**src/rtl/cfg_pkg.sv**
```systemverilog
package cfg_pkg;

  localparam int CFG_W = 14;

  // bit positions whose meaning the downstream path depends on
  localparam int B_PD_LO   = 1;
  localparam int B_PD_HI   = 2;
  localparam int B_INV     = 4;
  localparam int B_DIFF    = 6;
  localparam int B_BYP_LO  = 7;
  localparam int B_BYP_HI  = 8;
  localparam int B_IWCLK   = 9;
  localparam int B_FIXED1  = 10;
  localparam int B_ENCBYP  = 11;

  localparam logic [CFG_W-1:0] RSV_MASK  = 14'b11_0000_0010_1001;
  localparam logic [CFG_W-1:0] CFG_RESET = 14'h0400;

  typedef struct packed {
    logic pwr_down;
    logic code_invert;
    logic diff_out;
    logic precomp_bypass;
    logic code_hiz;
    logic int_wclk;
    logic enc_bypass;
    logic cfg_err;
  } mode_t;

  function automatic mode_t decode_word(input logic [CFG_W-1:0] w);
    mode_t m;
    logic [1:0] byp;
    byp              = {w[B_BYP_HI], w[B_BYP_LO]};
    m.pwr_down       = w[B_PD_LO] & w[B_PD_HI];
    m.code_invert    = w[B_INV];
    m.diff_out       = w[B_DIFF];
    m.precomp_bypass = (byp == 2'b10);
    m.code_hiz       = (byp == 2'b11);
    m.int_wclk       = w[B_IWCLK];
    m.enc_bypass     = w[B_ENCBYP] & (byp == 2'b00);
    m.cfg_err        = ~w[B_FIXED1] | (|(w & RSV_MASK));
    return m;
  endfunction

endpackage

```
**src/rtl/cfg_sync_in.sv**
```systemverilog
module cfg_sync_in #(
  parameter int STAGES = 2,
  parameter int N      = 3
) (
  input  logic         clk,
  input  logic         rst,
  input  logic [N-1:0] d,
  output logic [N-1:0] q
);

  logic [N-1:0] stg [STAGES];

  generate
    for (genvar s = 0; s < STAGES; s++) begin : g_stage
      if (s == 0) begin : g_first
        always_ff @(posedge clk) begin
          if (rst) stg[s] <= '0;
          else     stg[s] <= d;
        end
      end else begin : g_rest
        always_ff @(posedge clk) begin
          if (rst) stg[s] <= '0;
          else     stg[s] <= stg[s-1];
        end
      end
    end
  endgenerate

  assign q = stg[STAGES-1];

endmodule

```
**src/rtl/cfg_shift_stage.sv**
```systemverilog
module cfg_shift_stage #(
  parameter int             W       = 14,
  parameter logic [W-1:0]   RST_VAL = '0
) (
  input  logic         clk,
  input  logic         rst,
  input  logic         sclk_s,
  input  logic         sdata_s,
  input  logic         load_s,
  output logic         sclk_rise,
  output logic [W-1:0] shreg
);

  logic sclk_prev;

  always_ff @(posedge clk) begin
    if (rst) sclk_prev <= 1'b0;
    else     sclk_prev <= sclk_s;
  end

  assign sclk_rise = sclk_s & ~sclk_prev;

  always_ff @(posedge clk) begin
    if (rst)                       shreg <= RST_VAL;
    else if (sclk_rise && !load_s) shreg <= {shreg[W-2:0], sdata_s};
  end

endmodule

```
**src/rtl/cfg_latch_bank.sv**
```systemverilog
module cfg_latch_bank
  import cfg_pkg::*;
#(
  parameter logic [CFG_W-1:0] RST_VAL = CFG_RESET
) (
  input  logic             clk,
  input  logic             rst,
  input  logic             load_s,
  input  logic [CFG_W-1:0] shreg,
  output logic [CFG_W-1:0] word,
  output mode_t            modes
);

  always_ff @(posedge clk) begin
    if (rst)         word <= RST_VAL;
    else if (load_s) word <= shreg;
  end

  always_ff @(posedge clk) begin
    if (rst) modes <= decode_word(RST_VAL);
    else     modes <= decode_word(word);
  end

endmodule

```
**src/rtl/cfg_serial_reg.sv**
```systemverilog
module cfg_serial_reg
  import cfg_pkg::*;
#(
  parameter int               SYNC_STAGES = 2,
  parameter logic [CFG_W-1:0] RST_VAL     = CFG_RESET
) (
  input  logic             clk,
  input  logic             rst,
  input  logic             cfg_sclk,
  input  logic             cfg_sdata,
  input  logic             cfg_load,
  output logic [CFG_W-1:0] cfg_word,
  output logic             pwr_down,
  output logic             code_invert,
  output logic             diff_out,
  output logic             precomp_bypass,
  output logic             code_hiz,
  output logic             int_wclk,
  output logic             enc_bypass,
  output logic             cfg_err
);

  localparam int NSIG = 3;

  logic [NSIG-1:0]  sync_q;
  logic             sclk_s, sd_s, sel_s;
  logic             sclk_rise;
  logic [CFG_W-1:0] shreg;
  mode_t            modes;

  cfg_sync_in #(.STAGES(SYNC_STAGES), .N(NSIG)) sync_i (
    .clk (clk),
    .rst (rst),
    .d   ({cfg_load, cfg_sdata, cfg_sclk}),
    .q   (sync_q)
  );

  assign sclk_s = sync_q[0];
  assign sd_s   = sync_q[1];
  assign sel_s  = sync_q[2];

  cfg_shift_stage #(.W(CFG_W), .RST_VAL(RST_VAL)) shift_i (
    .clk       (clk),
    .rst       (rst),
    .sclk_s    (sclk_s),
    .sdata_s   (sd_s),
    .load_s    (sel_s),
    .sclk_rise (sclk_rise),
    .shreg     (shreg)
  );

  cfg_latch_bank #(.RST_VAL(RST_VAL)) latch_i (
    .clk    (clk),
    .rst    (rst),
    .load_s (sel_s),
    .shreg  (shreg),
    .word   (cfg_word),
    .modes  (modes)
  );

  assign pwr_down       = modes.pwr_down;
  assign code_invert    = modes.code_invert;
  assign diff_out       = modes.diff_out;
  assign precomp_bypass = modes.precomp_bypass;
  assign code_hiz       = modes.code_hiz;
  assign int_wclk       = modes.int_wclk;
  assign enc_bypass     = modes.enc_bypass;
  assign cfg_err        = modes.cfg_err;

endmodule

```
**config.mk**
```make
export PLATFORM = sky130hd
export DESIGN_NAME = cfg_serial_reg
export DESIGN_NICKNAME = d
export VERILOG_FILES = /design/src/rtl/cfg_pkg.sv /design/src/rtl/cfg_sync_in.sv /design/src/rtl/cfg_shift_stage.sv /design/src/rtl/cfg_latch_bank.sv /design/src/rtl/cfg_serial_reg.sv
export SDC_FILE = /design/constraint.sdc
export NUM_CORES = 1
export LEC_CHECK = 0
export BUFFER_PORTS_ARGS = -buffer_cell sky130_fd_sc_hd__buf_4
export CORE_ASPECT_RATIO = 2
export CORE_MARGIN = 3
export CORE_UTILIZATION = 57
export DETAILED_ROUTE_END_ITERATION = 6
export GPL_TIMING_DRIVEN = 0
export PLACE_DENSITY = 0.9
export REMOVE_ABC_BUFFERS = 1
export SYNTH_ARGS = -nofsm -noshare
export SYNTH_HDL_FRONTEND = slang
export SYNTH_SLANG_ARGS = --single-unit
```
**constraint.sdc**
```tcl
create_clock -name clk -period 3.7 [get_ports clk]
set_input_delay 0.37 -clock clk [delete_from_list [all_inputs] [get_ports clk]]
set_output_delay 0.37 -clock clk [all_outputs]
set_load 0.02 [all_outputs]
```
==> results.yml, run 1 <==
clocking:
  clk_path_buf_depth: 2
  clkTransAtPathRegs_ns: 0.07
  htreeDepth: 2
  holdBufCountCts: 0
  cts_buffers: 5
  cts.sinks: 43
  clkLatencyLatePin_ns: 0.29
  cts_tree: "yes"
  cts_setup_buffers: 0
  cts-resized-gates: 0
  cts_root_buffer: "clkbuf_8"
critical_path:
  reg2reg_depth: 2
  worstSetupPathType: "flip-flop to flip-flop"
  worstPathArrival_ns: 2.04
  startpoint_type: "flip-flop"
  r2r_end: "shift_i.shreg[2]"
  worstPathRequired_ns: 3.92
  r2r_slack_ns: 1.88
  end_kind: "flip-flop"
  r2r-start: "sync_i.stg[1][2]"
  crit_fanout: 16
drt:
  detail-route-antenna-nets: 0
  drc_errors: 0
  routedWlPerCell_um: 13.7
  vias: 969
  first_pass_iters: 4
  initialDrtViolationCount: 9
  totalWireLength_um: 2510
  viasPerCell: 5.30
power:
  switching_share_pct: 20.5
  cellLeakagePower_nw: 0.693
  power_density_nw_per_um2: 469
  power_frac_seq_pct: 57.7
  p_comb_share_pct: 3.5
  p_sw_mw: 0.168
  vdd_ir_drop_max_mv: 0.326
  p_int_mw: 0.654
  clkPwrFrac_pct: 38.8
grt:
  antenna_found_initial: 0
  grt_pass1_vias: 972
  grt_pass1_wl_um: 4260
  grt_usage_pct: 17.3
  grt_max_degree: 47
  grt_overflow: 0
yosys:
  synthArstFlopShare_pct: 0
  ys_seq_elements: 43
  ys_types: 15
  yosysMostFrequentCell: "dfxtp_1"
  synthCells: 130
  synth-seq-area-share_pct: 58.2
  synth_area_leaders: "dfxtp_1, mux2i_1, nand2b_1"
  ys_warn_count: 0
  synth_edf_count: 0
  synthTopCellsByCount: "dfxtp_1, mux2i_1, nor2_1, nand2b_1, nor2b_1"
  syn_area_per_cell_um2: 11.4
  yosysTopAreaCell: "dfxtp_1"
  synth-main-ff-cell: "dfxtp_1"
  yosys.area.top_type_share_pct: 58.2
  syn_area_um2: 1480
hold_path:
  holdPathStages: 2
  hold_path.class: "primary input to flip-flop"
  hold_start: "cfg_sclk"
  hold_end: "sync_i.stg[0][0]"
sta:
  fmax_mhz: 549
  period_minus_slack_ns: 1.82
  final-hold-violation-count: 0
  slew_viol_final: 0
  tns_ns: 0
  tightestPinTransition_ns: 0.942
  rsz0062_at_grt: "false"
  timing.final.crit_share_pct: 49.2
  relSlewSlack_pct: 37.1
  fin_skew_ns: 0.00545
  setup_viol: 0
placement:
  hpwl_um: 1670
  place_inst: 175
  numPortBuffers: 26
  gp_congestion: 0.707
  placed_area_um2: 1660
final_layout:
  areaGrowthSynthToFinish_pct: 18.7
  fin_area_um2: 1760
  drive_above_1_share_pct: 21.8
  num-nets-final: 160
  nFillCells: 170
  final_cells: 183
  n_antenna_cell: 0
  fin_util_pct: 72.9
outcome:
  status: "complete, no violations"
die:
  core_region_area_um2: 2410
  die_height_um: 78.0
  initial_core_util_pct: 61.4
  die_width_um: 42.0
  dieArea_um2: 3280
  io_pins: 27
  rows: 25
flow_run:
  drv_cap: 0
state kept, by name (all words and copies together) (netlist names):
| signal | cells |
|---|---|
| latch_i.word | 14 |
| shift_i.shreg | 14 |
| latch_i.modes | 8 |
| sync_i.stg | 6 |
| shift_i.sclk_prev | 1 |
how the worst max path moves through the flow:
| stage | from | to | slack [ns] |
|---|---|---|---|
| after floorplan | sync_i.stg[1][2] | shift_i.shreg[0] | 2.17 |
| after global placement | sync_i.stg[1][2] | shift_i.shreg[1] | 1.90 |
| after detailed placement | sync_i.stg[1][2] | shift_i.shreg[2] | 1.88 |
| after CTS | sync_i.stg[1][2] | shift_i.shreg[2] | 1.86 |
| after global routing | sync_i.stg[1][2] | shift_i.shreg[9] | 1.76 |
| final | sync_i.stg[1][2] | shift_i.shreg[2] | 1.88 |
through the flow:
step | setup slack (ns) | power [mW] | hold WS [ns]
after global routing | 1.76 | 0.855 | 0.283
after floorplan | 2.17 | 0.500 | 0.414
after CTS | 1.86 | 0.829 | 0.279
after global placement | 1.90 | 0.513 | 0.417
final | 1.88 | 0.823 | 0.288
after detailed placement | 1.88 | 0.514 | 0.435
per-layer routing:
layer / GRT usage (%) / share of wire [%]
met5: 0 / 0
met3: 5.96 / 6.1
met2: 28.4 / 51
met4: 12.5 / 3.5
met1: 17.8 / 40
cell type report:
type | instances | area (um^2) | area share [%]
tap | 27 | 33.8 | 1.92
timing repair buffer | 26 | 195 | 11.1
sequential | 43 | 861 | 49.0
multi-input combinational | 79 | 566 | 32.2
clock buffer | 8 | 100 | 5.70
power by group through the flow:
stage	Sequential (mW)	Combinational, mW	Clock, mW
5_1_grt	0.475	0.0318	0.349
2_1_floorplan	0.485	0.0155	0
4_1_cts	0.474	0.0294	0.326
6_report	0.474	0.0290	0.319
3_5_place_dp	0.485	0.0291	0
3_3_place_gp	0.485	0.0284	0
logic make-up (layout without fill, tap and decap cells):
logic type	after synthesis	in the layout	share of synthesized area, %
and+or+nand+nor	50	50	19.0
AOI/OAI and AO/OA	2	2	0.930
DFF	43	43	58.2
buffers and inverters	8	34	3.55
muxes	27	27	18.3
critical path, stage by stage, from the launching register on:
cell,delay [ns]
dfxtp_1,0.62
nor3b_4,0.86
mux2i_1,0.27
layout by cell type, fill, tap and decap left out, drive strengths merged:
| cell | n |
|---|---|
| a21oi | 1 |
| buf | 26 |
| mux2i | 27 |
| a211o | 1 |
| nand2b | 15 |
| nand2 | 2 |
| nor2 | 18 |
| nor4b | 2 |
| nor3b | 2 |
| nor2b | 11 |
| dfxtp | 43 |
| clkbuf | 8 |
Power figures use the tool's default switching activity.
==> run 2, diff against run 1 <==
- ABC_AREA: unset -> 1
- CORE_UTILIZATION: 57 -> 53
- PLACE_DENSITY: 0.9 -> 0.85
- clock period: 3.7 -> 1.85 ns (I/O delays scaled with it)
==> run 2 against run 1 <==
Cell count up 32%; die area increased by 7.5%; routed wire length up 7.4%.
==> results.yml, run 2 <==
sta:
  setup_viol: 0
  slew_viol_final: 0
  relSlewSlack_pct: 37.6
  final-hold-violation-count: 0
  rsz0062_at_grt: "false"
  tns_ns: 0
  timing.final.crit_share_pct: 86.4
  fmax_mhz: 625
  whs_ns: 0.0911
  tightestPinTransition_ns: 0.934
  period_minus_slack_ns: 1.60
  fin_skew_ns: 0.00506
critical_path:
  crit_fanout: 28
  r2r_slack_ns: 0.25
  worstPathArrival_ns: 1.78
  reg2reg_depth: 5
  startpoint_type: "flip-flop"
  worstSetupPathType: "flip-flop to flip-flop"
  r2r-start: "sync_i.stg[1][2]"
  critPathLaunch: "sync_i.stg[1][2]"
  worstPathRequired_ns: 2.03
  end_kind: "flip-flop"
  r2r_end: "shift_i.shreg[3]"
  cp-endpoint: "shift_i.shreg[3]"
power:
  power_frac_seq_pct: 58.5
  cellLeakagePower_nw: 0.874
  power_density_nw_per_um2: 981
  clkPwrFrac_pct: 32.6
  vdd_ir_drop_max_mv: 0.557
  p_comb_share_pct: 9.0
  p_int_mw: 1.29
  switching_share_pct: 24.3
  p_sw_mw: 0.415
drt:
  first_pass_iters: 4
  routedWlPerCell_um: 11.2
  detail-route-antenna-nets: 0
  viasPerCell: 4.82
  totalWireLength_um: 2700
  vias: 1161
  initialDrtViolationCount: 10
  drc_errors: 0
yosys:
  synth-main-ff-cell: "dfxtp_1"
  ys_seq_elements: 43
  yosysMostFrequentCell: "dfxtp_1"
  yosys.area.top_type_share_pct: 57.7
  yosysTopAreaCell: "dfxtp_1"
  synth_area_leaders: "dfxtp_1, nor2_1, nand2_1"
  syn_area_per_cell_um2: 7.93
  synth_edf_count: 0
  synth-seq-area-share_pct: 57.7
  ys_types: 16
  synthCells: 188
  syn_area_um2: 1490
  ys_warn_count: 0
  synthTopCellsByCount: "dfxtp_1, nor2_1, nand2_1, inv_1, a21oi_1"
  synthArstFlopShare_pct: 0
die:
  initial_core_util_pct: 56.6
  dieArea_um2: 3530
  rows: 26
  io_pins: 27
  die_height_um: 81.0
  core_region_area_um2: 2640
  die_width_um: 43.5
final_layout:
  nFillCells: 243
  fin_area_um2: 1740
  final_cells: 241
  drive_above_1_share_pct: 16.4
  fin_util_pct: 66.0
  final_cell_mix: "dfxtp_1, nor2_1, nand2_1"
  ff_latch_area_um2: 861
  mostFrequentLayoutCell: "dfxtp_1"
  n_antenna_cell: 0
  reg_top3: "latch_i.word x14, shift_i.shreg x14, latch_i.modes x8"
  multiInputGateArea_um2: 457
  num-nets-final: 217
  areaGrowthSynthToFinish_pct: 16.7
placement:
  numPortBuffers: 26
  hpwl_um: 1820
  gp_congestion: 0.698
  placed_area_um2: 1660
  place_inst: 233
clocking:
  holdBufCountCts: 0
  cts_setup_buffers: 0
  cts_buffers: 5
  clkLatencyLatePin_ns: 0.29
  cts.sinks: 43
  htreeDepth: 2
  clk_path_buf_depth: 2
  cts_root_buffer: "clkbuf_8"
  cts_tree: "yes"
  clkTransAtPathRegs_ns: 0.07
  cts-resized-gates: 0
grt:
  antenna_found_initial: 0
  grt_max_degree: 29
  grt_pass1_vias: 1025
  grt_usage_pct: 17.1
  grt_overflow: 0
  grt_pass1_wl_um: 4380
hold_path:
  hold_path.class: "primary input to flip-flop"
outcome:
  status: "complete, no violations"
flow_run:
  drv_cap: 0
-- run 2: logic make-up (layout without fill, tap and decap cells) --
group	after synthesis	in the layout	synth area share (%)
and+or+nand+nor	81	81	21.9
DFF	43	43	57.7
AOI/OAI and AO/OA	26	26	8.72
buffers and inverters	38	63	11.7
-- run 2: layout make-up --
cell class | instances | area share [%]
Clock buffer | 7 | 4.39
Clock inverter | 1 | 0.288
Inverter | 29 | 6.40
Multi-Input combinational cell | 107 | 26.2
Sequential cell | 43 | 49.5
Tap cell | 28 | 2.01
Timing Repair Buffer | 26 | 11.2
-- run 2: per-stage QoR --
stage,setup WS [ns],power (mW)
finish,0.251,1.71
CTS,0.242,1.73
global route,0.0655,1.78
global placement,0.313,1.17
detailed placement,0.238,1.17
floorplan,0.587,1.11
-- run 2: how the worst min path moves through the flow --
| stage | start | end | slack, ns | cells after the start |
|---|---|---|---|---|
| 2_1_floorplan | rst | sync_i.stg[0][0] | 0.26 | 1 |
| 3_3_place_gp | cfg_sdata | sync_i.stg[0][1] | 0.38 | 3 |
| 3_5_place_dp | cfg_sdata | sync_i.stg[0][1] | 0.39 | 3 |
| 4_1_cts | cfg_sclk | sync_i.stg[0][0] | 0.09 | 3 |
| 5_1_grt | cfg_sdata | sync_i.stg[0][1] | 0.1 | 3 |
| 6_report | cfg_sclk | sync_i.stg[0][0] | 0.09 | 3 |
-- run 2: critical path, cell delays in order, from the launching register on --
cell     delay (ns)
dfxtp_1        0.94
inv_4          0.07
nand3_4        0.25
nand2_1        0.11
nand2_1        0.07
nor2_1         0.04
-- run 2: power by group through the flow --
stage	clock network (mW)	logic, mW	registers, mW
floorplan	0	0.0697	1.04
global route	0.603	0.173	1.00
CTS	0.572	0.156	0.998
global placement	0	0.150	1.02
detailed placement	0	0.154	1.02
finish	0.556	0.153	0.998
-- run 2: metal layers --
layer	wire (um)	global-route usage [%]	share of wire, %	vias to the layer above
li1	-	-	-	609
met2	1470	30.4	54	20
met3	88	4.66	3.3	6
met1	1080	16.9	40	526
met5	0	0	0	-
met4	66	10.3	2.4	0
==> run 3, diff against run 2 <==
- CORE_UTILIZATION: 53 -> 56
- CTS_BUF_LIST: unset -> sky130_fd_sc_hd__clkbuf_2
- PLACE_DENSITY: 0.85 -> 0.89
==> run 3 against run 2 <==
Cell area is 0.43% higher; first-iteration DRC count stayed put; clock skew is 0.019 ns higher; power is 2.9% lower; non-clock buffer count is 3 higher; largest power group unchanged.
==> results.yml, run 3 (synthesized netlist as in run 2, its figures left out) <==
drt:
  initialDrtViolationCount: 10
  viasPerCell: 4.73
  first_pass_iters: 4
  drc_errors: 0
  totalWireLength_um: 2540
  routedWlPerCell_um: 10.5
  vias: 1145
  detail-route-antenna-nets: 0
final_layout:
  final_cell_mix: "dfxtp_1, nor2_1, nand2_1"
  fin_area_um2: 1750
  areaGrowthSynthToFinish_pct: 17.2
  n_antenna_cell: 0
  drive_above_1_share_pct: 16.7
  fin_util_pct: 71.6
  mostFrequentLayoutCell: "dfxtp_1"
  nFillCells: 203
  reg_top3: "latch_i.word x14, shift_i.shreg x14, latch_i.modes x8"
  num-nets-final: 220
hold_path:
  hold_end: "sync_i.stg[1][0]"
  hold_path.class: "primary input to flip-flop"
  holdPathStages: 2
  hold_start: "rst"
flow_run:
  drv_cap: 0
critical_path:
  end_kind: "flip-flop"
  r2r-start: "sync_i.stg[1][2]"
  crit_fanout: 28
  worstPathRequired_ns: 2.15
  worstPathArrival_ns: 1.90
  r2r_slack_ns: 0.25
  startpoint_type: "flip-flop"
  worstSetupPathType: "flip-flop to flip-flop"
  r2r_end: "shift_i.shreg[4]"
  reg2reg_depth: 5
placement:
  numPortBuffers: 26
  gp_congestion: 0.744
  hpwl_um: 1720
  placed_area_um2: 1660
  dpl_worst_slack_ns: 0.294
die:
  rows: 25
  initial_core_util_pct: 61.1
  die_width_um: 42.5
  die_height_um: 79.0
  dieArea_um2: 3360
  io_pins: 27
  core_region_area_um2: 2440
sta:
  final-hold-violation-count: 0
  whs_ns: 0.0574
  setup_viol: 0
  rsz0062_at_grt: "false"
  relSlewSlack_pct: 38.3
  period_minus_slack_ns: 1.60
  tns_ns: 0
  fin_skew_ns: 0.0241
  fin_ws_ns: 0.255
  slew_viol_final: 0
  tightestPinTransition_ns: 0.924
  timing.final.crit_share_pct: 86.2
  fmax_mhz: 627
outcome:
  status: "complete, no violations"
clocking:
  htreeDepth: 2
  clkTransAtPathRegs_ns: 0.19
  clk_path_buf_depth: 2
  cts_root_buffer: "clkbuf_2"
  cts.sinks: 43
  cts_buffers: 5
  clkLatencyLatePin_ns: 0.40
  cts_tree: "yes"
grt:
  grt_pass1_wl_um: 4430
  grt_pass1_vias: 1106
  grt_usage_pct: 17.7
  grt_overflow: 0
  antenna_found_initial: 0
  grt_max_degree: 29
power:
  vdd_ir_drop_max_mv: 0.809
  cellLeakagePower_nw: 0.883
  power_density_nw_per_um2: 948
## run 3: per-stage QoR
stage	power, mW	std cells
floorplan	1.11	179
global placement	1.17	232
detailed placement	1.17	232
CTS	1.68	242
global route	1.73	242
finish	1.66	242
## run 3: worst max path at each step
stage	startpoint	endpoint	slack, ns
2_1_floorplan	sync_i.stg[1][2]	shift_i.shreg[0]	0.59
6_report	sync_i.stg[1][2]	shift_i.shreg[4]	0.25
5_1_grt	sync_i.stg[1][2]	shift_i.shreg[13]	0.09
4_1_cts	sync_i.stg[1][2]	shift_i.shreg[4]	0.26
3_5_place_dp	sync_i.stg[1][2]	shift_i.shreg[7]	0.29
3_3_place_gp	sync_i.stg[1][2]	shift_i.shreg[3]	0.35
## run 3: worst max-delay path, cell delays in order (launching register included)
cell and delay, ns:
dfxtp_1 0.97, inv_4 0.08, nand3_4 0.25, nand2_1 0.09, nand2_1 0.07, nor2_1 0.04
## run 3: repair_timing
item                                   CTS  global route
hold buffers                             3             0
gates resized for setup                  0             0
setup buffers                            0             0
endpoints found under the hold margin    3             0
setup endpoints to repair                0             0
## run 3: cell type report
cell class | instances | area (um^2) | share of cell area [%]
clock buffer | 6 | 30.0 | 1.72
clock inverter | 1 | 30.0 | 1.72
inverter | 29 | 111 | 6.37
multi-input combinational | 107 | 457 | 26.1
sequential | 43 | 861 | 49.2
tap | 27 | 33.8 | 1.93
timing repair buffer | 29 | 225 | 12.9
## run 3: layer usage
layer  track usage (%)  wire length, um  vias to the layer above
li1                  -                -                      619
met2              31.2             1330                       19
met4              12.1               81                        0
met5                 0                0                        -
met3              5.44              110                        8
met1              16.8             1010                      499
## run 3: report_power, final
group | switching [mW] | internal, mW
combinational | 0.0929 | 0.0642
clock | 0.275 | 0.228
sequential | 0.0286 | 0.970
